File: src/rtl/flit_pkg.sv
`timescale 1ns/1ps
package flit_pkg;
  localparam int CRC_BYTES = 8;
  localparam int CHK_BYTES = 6;
  localparam logic [63:0] CRC64_POLY = 64'h42F0E1EBA9EA3693;

  // One byte of an MSB-first CRC-64, bits shifted out from the top
  function automatic logic [63:0] crc64_byte(input logic [63:0] c,
                                             input logic [7:0] b,
                                             input logic [63:0] poly);
    logic [63:0] r;
    r = c ^ {b, 56'b0};
    for (int i = 0; i < 8; i++) r = r[63] ? ((r << 1) ^ poly) : (r << 1);
    return r;
  endfunction

  // Left rotate of a byte by k places
  function automatic logic [7:0] rotl8(input logic [7:0] b, input logic [2:0] k);
    return (b << k) | (b >> (4'd8 - {1'b0, k}));
  endfunction
endpackage

File: src/rtl/flit_acc.sv
`timescale 1ns/1ps
module flit_acc #(
  parameter int PAYLOAD = 242,
  parameter logic [63:0] POLY = flit_pkg::CRC64_POLY
) (
  input  logic clk,
  input  logic rst_n,
  input  logic step,
  input  logic [7:0] byte_in,
  output logic [$clog2(PAYLOAD + flit_pkg::CRC_BYTES + flit_pkg::CHK_BYTES)-1:0] pos,
  output logic [63:0] crc,
  output logic [47:0] chk,
  output logic last
);
  import flit_pkg::*;
  localparam int CHK_LO = PAYLOAD + CRC_BYTES;
  localparam int FLIT = CHK_LO + CHK_BYTES;
  localparam int POS_W = $clog2(FLIT);
  localparam logic [POS_W-1:0] P_END = POS_W'(PAYLOAD);
  localparam logic [POS_W-1:0] C_END = POS_W'(CHK_LO);
  localparam logic [POS_W-1:0] F_LAST = POS_W'(FLIT - 1);

  logic [1:0] grp;
  logic [2:0] third;
  logic [2:0][7:0] par, rpar;

  assign last = step && (pos == F_LAST);
  assign chk = {par[0], rpar[0], par[1], rpar[1], par[2], rpar[2]};

  always_ff @(posedge clk) begin
    if (!rst_n || last) begin
      pos <= '0; grp <= '0; third <= '0;
      crc <= '1; par <= '0; rpar <= '0;
    end else if (step) begin
      pos <= pos + 1'b1;
      if (grp == 2'd2) begin
        grp <= 2'd0;
        third <= third + 1'b1;
      end else begin
        grp <= grp + 1'b1;
      end
      if (pos < P_END) crc <= crc64_byte(crc, byte_in, POLY);
      if (pos < C_END) begin
        par[grp] <= par[grp] ^ byte_in;
        rpar[grp] <= rpar[grp] ^ rotl8(byte_in, third);
      end
    end
  end

  AST_FLIT_WRAP: assert property (@(posedge clk) disable iff (!rst_n)
    last |=> (pos == '0) && (crc == '1));
  AST_POS_HOLD: assert property (@(posedge clk) disable iff (!rst_n)
    !step |=> $stable(pos));
  AST_GROUP_TRACK: assert property (@(posedge clk) disable iff (!rst_n)
    (32'(pos) % 3) == 32'(grp));
endmodule

File: src/rtl/flit_tx.sv
`timescale 1ns/1ps
module flit_tx #(
  parameter int PAYLOAD = 242,
  parameter logic [63:0] POLY = flit_pkg::CRC64_POLY
) (
  input  logic clk,
  input  logic rst_n,
  input  logic in_valid,
  input  logic [7:0] in_data,
  output logic in_ready,
  output logic tx_valid,
  output logic [7:0] tx_data,
  input  logic tx_ready
);
  import flit_pkg::*;
  localparam int CHK_LO = PAYLOAD + CRC_BYTES;
  localparam int POS_W = $clog2(CHK_LO + CHK_BYTES);
  localparam logic [POS_W-1:0] P_END = POS_W'(PAYLOAD);
  localparam logic [POS_W-1:0] C_END = POS_W'(CHK_LO);

  logic [POS_W-1:0] pos;
  logic [63:0] crc;
  logic [47:0] chk;
  logic flit_last, tx_fire, pad, in_payload, in_crc, use_in;
  logic [7:0] crc_b, chk_b;
  logic [2:0] csel, ksel;

  flit_acc #(.PAYLOAD(PAYLOAD), .POLY(POLY)) u_acc (
    .clk(clk), .rst_n(rst_n), .step(tx_fire), .byte_in(tx_data),
    .pos(pos), .crc(crc), .chk(chk), .last(flit_last));

  assign in_payload = pos < P_END;
  assign in_crc = !in_payload && (pos < C_END);
  assign use_in = in_payload && !pad && in_valid;
  assign tx_valid = (pos == '0) ? in_valid : 1'b1;
  assign tx_fire = tx_valid && tx_ready;
  assign in_ready = tx_ready && in_payload && !pad;
  assign csel = 3'(pos - P_END);
  assign ksel = 3'(pos - C_END);

  always_comb begin
    crc_b = '0;
    for (int k = 0; k < CRC_BYTES; k++)
      if (csel == 3'(k)) crc_b = crc[63-8*k -: 8];
    chk_b = '0;
    for (int k = 0; k < CHK_BYTES; k++)
      if (ksel == 3'(k)) chk_b = chk[47-8*k -: 8];
  end

  assign tx_data = in_payload ? (use_in ? in_data : 8'h00)
                              : (in_crc ? crc_b : chk_b);

  always_ff @(posedge clk) begin
    if (!rst_n) pad <= 1'b0;
    else if (flit_last) pad <= 1'b0;
    else if (tx_fire && in_payload && !use_in) pad <= 1'b1;
  end

  AST_PAD_STICKY: assert property (@(posedge clk) disable iff (!rst_n)
    pad && !flit_last |=> pad);
  AST_PAD_NO_TAKE: assert property (@(posedge clk) disable iff (!rst_n)
    pad |-> !in_ready);
  AST_NO_EMPTY_START: assert property (@(posedge clk) disable iff (!rst_n)
    (pos == '0) && !in_valid |-> !tx_valid);
endmodule

File: src/rtl/flit_rx.sv
`timescale 1ns/1ps
module flit_rx #(
  parameter int PAYLOAD = 242,
  parameter logic [63:0] POLY = flit_pkg::CRC64_POLY
) (
  input  logic clk,
  input  logic rst_n,
  input  logic rx_valid,
  input  logic [7:0] rx_data,
  output logic rx_ready,
  output logic pl_valid,
  output logic [7:0] pl_data,
  input  logic pl_ready,
  output logic crc_ok,
  output logic crc_err,
  output logic fec_ok,
  output logic fec_err
);
  import flit_pkg::*;
  localparam int CHK_LO = PAYLOAD + CRC_BYTES;
  localparam int POS_W = $clog2(CHK_LO + CHK_BYTES);
  localparam logic [POS_W-1:0] P_END = POS_W'(PAYLOAD);
  localparam logic [POS_W-1:0] C_END = POS_W'(CHK_LO);

  logic [POS_W-1:0] pos;
  logic [63:0] crc, rcv_crc;
  logic [47:0] chk;
  logic [39:0] rcv_chk;
  logic flit_last, rx_fire, in_payload, crc_match, chk_match;

  flit_acc #(.PAYLOAD(PAYLOAD), .POLY(POLY)) u_acc (
    .clk(clk), .rst_n(rst_n), .step(rx_fire), .byte_in(rx_data),
    .pos(pos), .crc(crc), .chk(chk), .last(flit_last));

  assign in_payload = pos < P_END;
  assign rx_ready = in_payload ? pl_ready : 1'b1;
  assign rx_fire = rx_valid && rx_ready;
  assign pl_valid = rx_valid && in_payload;
  assign pl_data = rx_data;
  assign crc_match = rcv_crc == crc;
  assign chk_match = {rcv_chk, rx_data} == chk;

  always_ff @(posedge clk) begin
    if (!rst_n) begin
      rcv_crc <= '0; rcv_chk <= '0;
      crc_ok <= 1'b0; crc_err <= 1'b0; fec_ok <= 1'b0; fec_err <= 1'b0;
    end else begin
      if (rx_fire && !in_payload && pos < C_END) rcv_crc <= {rcv_crc[55:0], rx_data};
      if (rx_fire && pos >= C_END && !flit_last) rcv_chk <= {rcv_chk[31:0], rx_data};
      crc_ok  <= flit_last && crc_match;
      crc_err <= flit_last && !crc_match;
      fec_ok  <= flit_last && chk_match;
      fec_err <= flit_last && !chk_match;
    end
  end

  AST_VERDICT_EXCL: assert property (@(posedge clk) disable iff (!rst_n)
    $onehot0({crc_ok, crc_err}) && $onehot0({fec_ok, fec_err}));
  AST_VERDICT_PULSE: assert property (@(posedge clk) disable iff (!rst_n)
    (crc_ok || crc_err) |=> !(crc_ok || crc_err));
  AST_VERDICT_PAIR: assert property (@(posedge clk) disable iff (!rst_n)
    (crc_ok || crc_err) == (fec_ok || fec_err));
endmodule

File: src/rtl/flit_framer.sv
`timescale 1ns/1ps
module flit_framer #(
  parameter int PAYLOAD_BYTES = 242,
  parameter logic [63:0] CRC_POLY = flit_pkg::CRC64_POLY
) (
  input  logic clk,
  input  logic rst_n,
  input  logic in_valid,
  input  logic [7:0] in_data,
  output logic in_ready,
  output logic tx_valid,
  output logic [7:0] tx_data,
  input  logic tx_ready,
  input  logic rx_valid,
  input  logic [7:0] rx_data,
  output logic rx_ready,
  output logic pl_valid,
  output logic [7:0] pl_data,
  input  logic pl_ready,
  output logic crc_ok,
  output logic crc_err,
  output logic fec_ok,
  output logic fec_err
);
  flit_tx #(.PAYLOAD(PAYLOAD_BYTES), .POLY(CRC_POLY)) u_tx (
    .clk(clk), .rst_n(rst_n), .in_valid(in_valid), .in_data(in_data),
    .in_ready(in_ready), .tx_valid(tx_valid), .tx_data(tx_data),
    .tx_ready(tx_ready));

  flit_rx #(.PAYLOAD(PAYLOAD_BYTES), .POLY(CRC_POLY)) u_rx (
    .clk(clk), .rst_n(rst_n), .rx_valid(rx_valid), .rx_data(rx_data),
    .rx_ready(rx_ready), .pl_valid(pl_valid), .pl_data(pl_data),
    .pl_ready(pl_ready), .crc_ok(crc_ok), .crc_err(crc_err),
    .fec_ok(fec_ok), .fec_err(fec_err));

  AST_TX_FIRE_NEEDS_VALID: assert property (@(posedge clk) disable iff (!rst_n)
    in_valid && in_ready |-> tx_valid && (tx_data == in_data));
endmodule

File: config.mk
export PLATFORM = sky130hd
export DESIGN_NAME = flit_framer
export DESIGN_NICKNAME = d
export VERILOG_FILES = /design/src/rtl/flit_pkg.sv /design/src/rtl/flit_acc.sv /design/src/rtl/flit_tx.sv /design/src/rtl/flit_rx.sv /design/src/rtl/flit_framer.sv
export SDC_FILE = /design/constraint.sdc
export NUM_CORES = 1
export LEC_CHECK = 0
export BUFFER_PORTS_ARGS = -buffer_cell sky130_fd_sc_hd__buf_2
export CORE_MARGIN = 5
export CORE_UTILIZATION = 30
export DETAILED_ROUTE_END_ITERATION = 7
export GPL_TIMING_DRIVEN = 0
export SLEW_MARGIN = 20
export SYNTH_ARGS = -nofsm -noshare
export SYNTH_HDL_FRONTEND = slang
export SYNTH_HIERARCHICAL = 1
export SYNTH_SLANG_ARGS = --single-unit
File: constraint.sdc
create_clock -name clk -period 3.1 [get_ports clk]
set_input_delay 0.31 -clock clk [delete_from_list [all_inputs] [get_ports clk]]
set_output_delay 0.31 -clock clk [all_outputs]
set_load 0.02 [all_outputs]
---- Yosys cells after proc, flatten, opt, wreduce, memory -nomap -nowiden ----
Cells that the tools add are included.
word-level totals
  bits in registers ....................... 359
  input bits .............................. 22
operators by class
  $add $sub $neg .......................... 10
  order comparisons ....................... 9
  equality and inequality tests ........... 18
  shift-type cells ........................ 4
  muxes and demuxes ....................... 53
  bitwise operators ....................... 25
  reductions and logical operators ........ 42
operators by type and width
  kind                                                                   number
  63-bit 2-to-1 mux                                                      16
  33-bit NOT                                                             16
  8-bit 2-to-1 mux                                                       23
  64-bit XOR                                                             2
  24-bit bitwise mux                                                     4
  8-bit binary-select mux with 2-bit select                              4
  64-bit equality test                                                   1
  48-bit equality test                                                   1
  8-bit demux with 2-bit select                                          2
  8-bit less-than comparator, second input constant                      4
  8-bit XOR                                                              4
  1-bit logical AND                                                      22
  3-bit equality test, second input constant                             6
  8-bit by 1-bit adder with 8-bit output, second input constant          2
  8-bit equality test, second input constant                             2
  8-bit OR                                                               2
  8-bit by 3-bit << shifter with 8-bit output                            2
  8-bit by 4-bit >> shifter with 8-bit output                            2
  3-bit by 2-bit equality test with 1-bit output, second input constant  4
  2-bit AND reduction                                                    6
  8-bit >= comparator, second input constant                             1
  1-bit logical NOT                                                      8
  8-bit logical NOT                                                      1
  4-bit by 3-bit subtractor with 4-bit output, first input constant      2
  13 further kinds                                                       24

---- Logic depth before layout (Yosys ltp) ----
  depth in word-level cells ............... 29
  depth in mapped cells ................... 15
  gate-level depth less buffers ........... 10

---- Cells and area by module ----
Netlist, hierarchy kept.
by module, submodules not included
  module    times used  cells an instance  area each (µm²)  sequential area each (µm²)
  flit_acc  2           769                6849.1           2502.4
  flit_rx   1           627                5293.8           2162.1
  flit_tx   1           169                1252.5           20.0

---- Worst setup path before layout ----
OpenSTA, ideal clock, no wires.
  path type ............................... register to register
  from .................................... register u_tx/u_acc/pos[2] in the netlist's numbering
  to ...................................... register u_tx.u_acc.crc[22]
  library setup time ...................... 0.128 ns
  arrival time ............................ 3.909 ns
  setup slack ............................. -0.937 ns
  cell stages (with the launch flop) ...... 13
  buffers on the path ..................... 3
  period minus slack after synthesis ...... 4.037 ns
  cells stage by stage .................... dfxtp_1 -> buf_2 -> clkbuf_1 -> o221a_2 -> a21oi_1 -> o311ai_0 -> buf_2 -> xor2_4 -> xnor3_2 -> xnor2_4 -> xnor2_1 -> xnor2_1 -> o21ai_1
RTL lines
  what                                         line                          text
  start, declared                              flit_acc.sv:10                output logic [$clog2(PAYLOAD + flit_pkg::CRC_BYTES + flit_pkg::CHK_BYTES)-1:0] pos,
  start signal, assigned                       flit_acc.sv:35                pos <= pos + 1'b1;
  3-bit by 2-bit subtractor with 3-bit output  flit_tx.sv:38, flit_tx.sv:39
  3-bit logical NOT                            flit_tx.sv:44, flit_tx.sv:47
  8-bit 2-to-1 mux (8 in series)               flit_tx.sv:44                 if (csel == 3'(k)) crc_b = crc[63-8*k -: 8];
  8-bit 2-to-1 mux                             flit_tx.sv:51                 : (in_crc ? crc_b : chk_b);
  8-bit 2-to-1 mux *                           flit_tx.sv:50                 assign tx_data = in_payload ? (use_in ? in_data : 8'h00)
  named net tx_data[1]                         flit_framer.sv:12             output logic [7:0] tx_data,
  64-bit XOR *                                 flit_pkg.sv:12                r = c ^ {b, 56'b0};
  63-bit 2-to-1 mux * (4 in series)            flit_pkg.sv:13                for (int i = 0; i < 8; i++) r = r[63] ? ((r << 1) ^ poly) : (r << 1);
  33-bit NOT (no line)                         n/a
  63-bit 2-to-1 mux * (2 in series)            flit_pkg.sv:13
  33-bit NOT (no line)                         n/a
  63-bit 2-to-1 mux *                          flit_pkg.sv:13
  end signal, assigned                         flit_acc.sv:42                if (pos < P_END) crc <= crc64_byte(crc, byte_in, POLY);
  end, declared                                flit_acc.sv:11                output logic [63:0] crc,
Mark *: on every way through the listed nets, which the timed path passes. The rest lies on a longest branch.
A chain may end at the register's enable or synchronous reset.

---- Worst setup path in the final report ----
  from .................................... register u_tx/u_acc/pos[0] in the netlist's numbering
  to ...................................... register u_tx.u_acc.crc[22]
on the way
  longest elaborated chain between the ends .. 24
ends and longest elaborated chain
  what                                         line
  3-bit by 2-bit subtractor with 3-bit output  flit_tx.sv:38, flit_tx.sv:39
  3-bit logical NOT                            flit_tx.sv:44, flit_tx.sv:47
  8-bit 2-to-1 mux (8 in series)               flit_tx.sv:44
  8-bit 2-to-1 mux                             flit_tx.sv:51
  8-bit 2-to-1 mux                             flit_tx.sv:50
  64-bit XOR                                   flit_pkg.sv:12
  33-bit NOT (no line)                         n/a
  63-bit 2-to-1 mux (3 in series)              flit_pkg.sv:13
  33-bit NOT (no line)                         n/a
  63-bit 2-to-1 mux (2 in series)              flit_pkg.sv:13
  33-bit NOT (no line)                         n/a
  63-bit 2-to-1 mux                            flit_pkg.sv:13
  33-bit NOT (no line)                         n/a
  63-bit 2-to-1 mux                            flit_pkg.sv:13
Parallel ways exist; a longest one is shown, timed or not.

==> impl_metrics.ini <==
[route]
drc_errors = 0
vias = 17808
dr.pass1.iters = 5
vias_per_cell = 5.18
wl_um = 68200
post_drt_wl_per_cell_um = 19.8
ant_nets = 0
first_iter_violations = 1739

[floorplan]
core_area_mm2 = 0.0670
io_pins = 46
rows = 95
die_h_um = 270
initial_utilization_pct = 30.2
die_area_mm2 = 0.0728
die_x_um = 270

[critical_path]
cp_common_cell = buf_12
start_kind = register
worstPathMaxFanout = 8
arrival_ns = 3.88
max_stage_delay_ns = 0.36
slowest_stage = dfxtp_4
r2r_cells = 18
endpoint_kind = register
crit_required_ns = 3.56
cp_cell_sequence = buf_12 -> buf_12 -> buf_12 -> nor2b_1 -> o21ai_2 -> o2111ai_2 -> o211ai_1 -> buf_4 -> xnor2_4 -> buf_6 -> buf_12 -> xnor2_4 -> buf_12 -> buf_12 -> xnor2_4 -> xnor2_2 -> xnor2_1 -> o21ai_1
path_class = register to register

[sta]
fin_skew_ns = 0.0268
setup_slack_ns = -0.326
tightest_slew_ns = 0.991
period_share_pct = 111
max_freq_mhz = 292
setup_tns_ns = -12.95
fin_crit_ns = 3.43
rsz0062_at_grt = yes
slew_viol_final = 0
finalHoldViolCount = 0
setup_viol = 74
relSlewSlack_pct = 33.5

[layout]
nets = 2562
area_delta_synth_final_pct = 27.3
final_util_pct = 38.4
num_antenna_cells = 0
seq_area_mm2 = 0.00721
multi_input_area_mm2 = 0.0135
drive_above_1_share_pct = 21.7
nFillCells = 6632

[yosys]
synth-edff-count = 0
synthCells = 2334
syn_area_mm2 = 0.0202
synth_top_cell_area_share_pct = 35.5
syn_nets = 2362
ys_seq_elements = 359
synthTopCellsByCount = nand2_1 (466), dfxtp_1 (359), xnor2_1 (301)
synthArstFlopShare_pct = 0
synth_cell_types = 69
synth_warnings = 6
synth_area_leaders = dfxtp_1 (36%), xnor2_1 (13%), nand2_1 (8.6%)
synthMostInstantiatedCell = nand2_1
synth_top_area_cell = dfxtp_1
synth-seq-area-share_pct = 35.5
synthFlopType = dfxtp_1
syn_avg_cell_area_um2 = 8.67

[clock_tree]
cts_sinks = 359
cts_tree = done
cts_max_path_buffers = 3
cts_buffers = 41
clk_latency_ns = 0.59
clkTransAtPathRegs_ns = 0.06
cts_htree_levels = 2
cts-root-buf = clkbuf_16
cts_hold_buffers = 0

[global_routing]
grt_pass1_vias = 16756
grt_first_pass_wirelength_um = 102000
grt_max_degree = 18
antenna_found_initial = 0
grt-ovfl-total = 0
grtUsageTotal_pct = 17.5

[placed_design]
dp_hpwl_um = 46300
io_buffers = 45
globalplace.congestion = 0.900
place_ws_ns = -0.968

[power]
leakagePower_nw = 9.09
power_density_mw_per_mm2 = 730
irDropWorstVdd_mv = 0.484

[hold_path]
hp-class = input pin to register
hold_depth = 3

[outcome]
failed_checks = setup timing
run_status = finished with violations

[job]
drv_cap = 0
[cell type report]
cell class / instances / area share (%)
plain buffers: 169 / 4.02
clock buffers: 61 / 4.74
clock inverters: 13 / 0.762
inverters: 12 / 0.189
multi-input cells: 1791 / 52.2
flip-flops and latches: 359 / 28.0
well taps: 873 / 4.24
repair buffers: 160 / 5.88
[final timing paths]
kind / startpoint / end / slack (ns)
worst min register to register: u_rx/rcv_chk[32] / u_rx/rcv_chk[32] / 0.47
worst max register to register: u_tx/u_acc/pos[0] / u_tx/u_acc/crc[22] / -0.33
worst max-delay path: u_tx/u_acc/pos[0] / u_tx/u_acc/crc[22] / -0.33
worst min-delay path: rx_data[5] / u_rx/rcv_crc[5] / 0.07
[cell usage in the layout, fill, tap and decap left out, types with 24 or more instances in the layout]
cell / netlist / final
buf_4: 11 / 74
xnor2_1: 301 / 258
dfxtp_1: 359 / 351
xnor2_4: 12 / 36
nand4_1: 36 / 36
buf_6: 5 / 41
o21ai_0: 66 / 48
mux2i_1: 74 / 65
a21boi_0: 66 / 66
xor2_1: 102 / 91
xnor2_2: 20 / 39
nor2_1: 123 / 120
clkbuf_16: 0 / 43
clkbuf_1: 94 / 69
o21ai_1: 14 / 26
a21boi_1: 40 / 40
clkbuf_2: 1 / 24
o211ai_1: 99 / 99
buf_2: 48 / 80
buf_12: 0 / 25
nand2_1: 466 / 465
a21oi_1: 126 / 119
[flip-flops by register name, summed over array words and instances (netlist names)]
name              count
u_tx/pad              1
u_rx/u_acc/crc       64
u_rx/rcv_chk         40
u_rx/u_acc/third      3
u_rx/crc_err          1
u_rx/u_acc/chk       48
u_rx/rcv_crc         64
u_tx/u_acc/pos        8
u_rx/u_acc/pos        8
u_rx/fec_ok           1
u_tx/u_acc/grp        2
u_rx/crc_ok           1
u_rx/u_acc/grp        2
u_tx/u_acc/crc       64
u_tx/u_acc/third      3
u_tx/u_acc/chk       48
u_rx/fec_err          1
[critical path: cells and delay by family (launching register included)]
kind | cells | cell delay [ns]
AOI/OAI and AO/OA | 4 | 0.70
xor gates and xnor gates | 5 | 0.88
buffers and inverters | 8 | 1.21
DFF | 1 | 0.36
and+or+nand+nor | 1 | 0.14
[through the flow]
step / std cells / cell area [µm²] / total power, W / hold slack (ns)
global placement: 3252 / 21700 / 0.0111 / 0.456
floorplan: 2334 / 20400 / 0.00984 / 0.432
CTS: 3394 / 24600 / 0.0176 / 0.0351
finish: 3438 / 25800 / 0.0188 / 0.0660
global route: 3438 / 25800 / 0.0195 / 0.0533
detailed placement: 3252 / 21700 / 0.0111 / 0.462
[where the power goes]
group | total, W | leakage [nW] | switching, W | internal (W)
clock | 0.00519 | 0.693 | 0.00212 | 0.00308
sequential | 0.00547 | 2.93 | 0.000495 | 0.00498
combinational | 0.00816 | 5.46 | 0.00403 | 0.00412
total | 0.0188 | 9.09 | 0.00664 | 0.0122
[layer usage]
metal  GRT usage (%)  vias to the layer above  wire length [µm]
li1                -                     8368                 -
met1            24.9                     8545             30200
met2            27.3                      772             30500
met3            2.93                      123              5460
met4            5.31                        0              2070
met5               0                        -                 0
[repair_timing]
item / CTS / global route
hold endpoints to repair: 0 / 0
gates cloned: 2 / 1
endpoints found under the setup margin: 104 / 218
gates resized for setup: 155 / 169
pin swaps: 59 / 86
setup buffers: 68 / 46
[cells by family after synthesis]
| family | synth area share (%) |
|---|---|
| simple gates | 14.9 |
| compound gates | 16.6 |
| xor+xnor | 21.9 |
| flops | 35.5 |
| buf+inv | 4.10 |
| mux | 6.61 |
| fa+ha+maj | 0.371 |
Power figures use the tool's default switching activity.
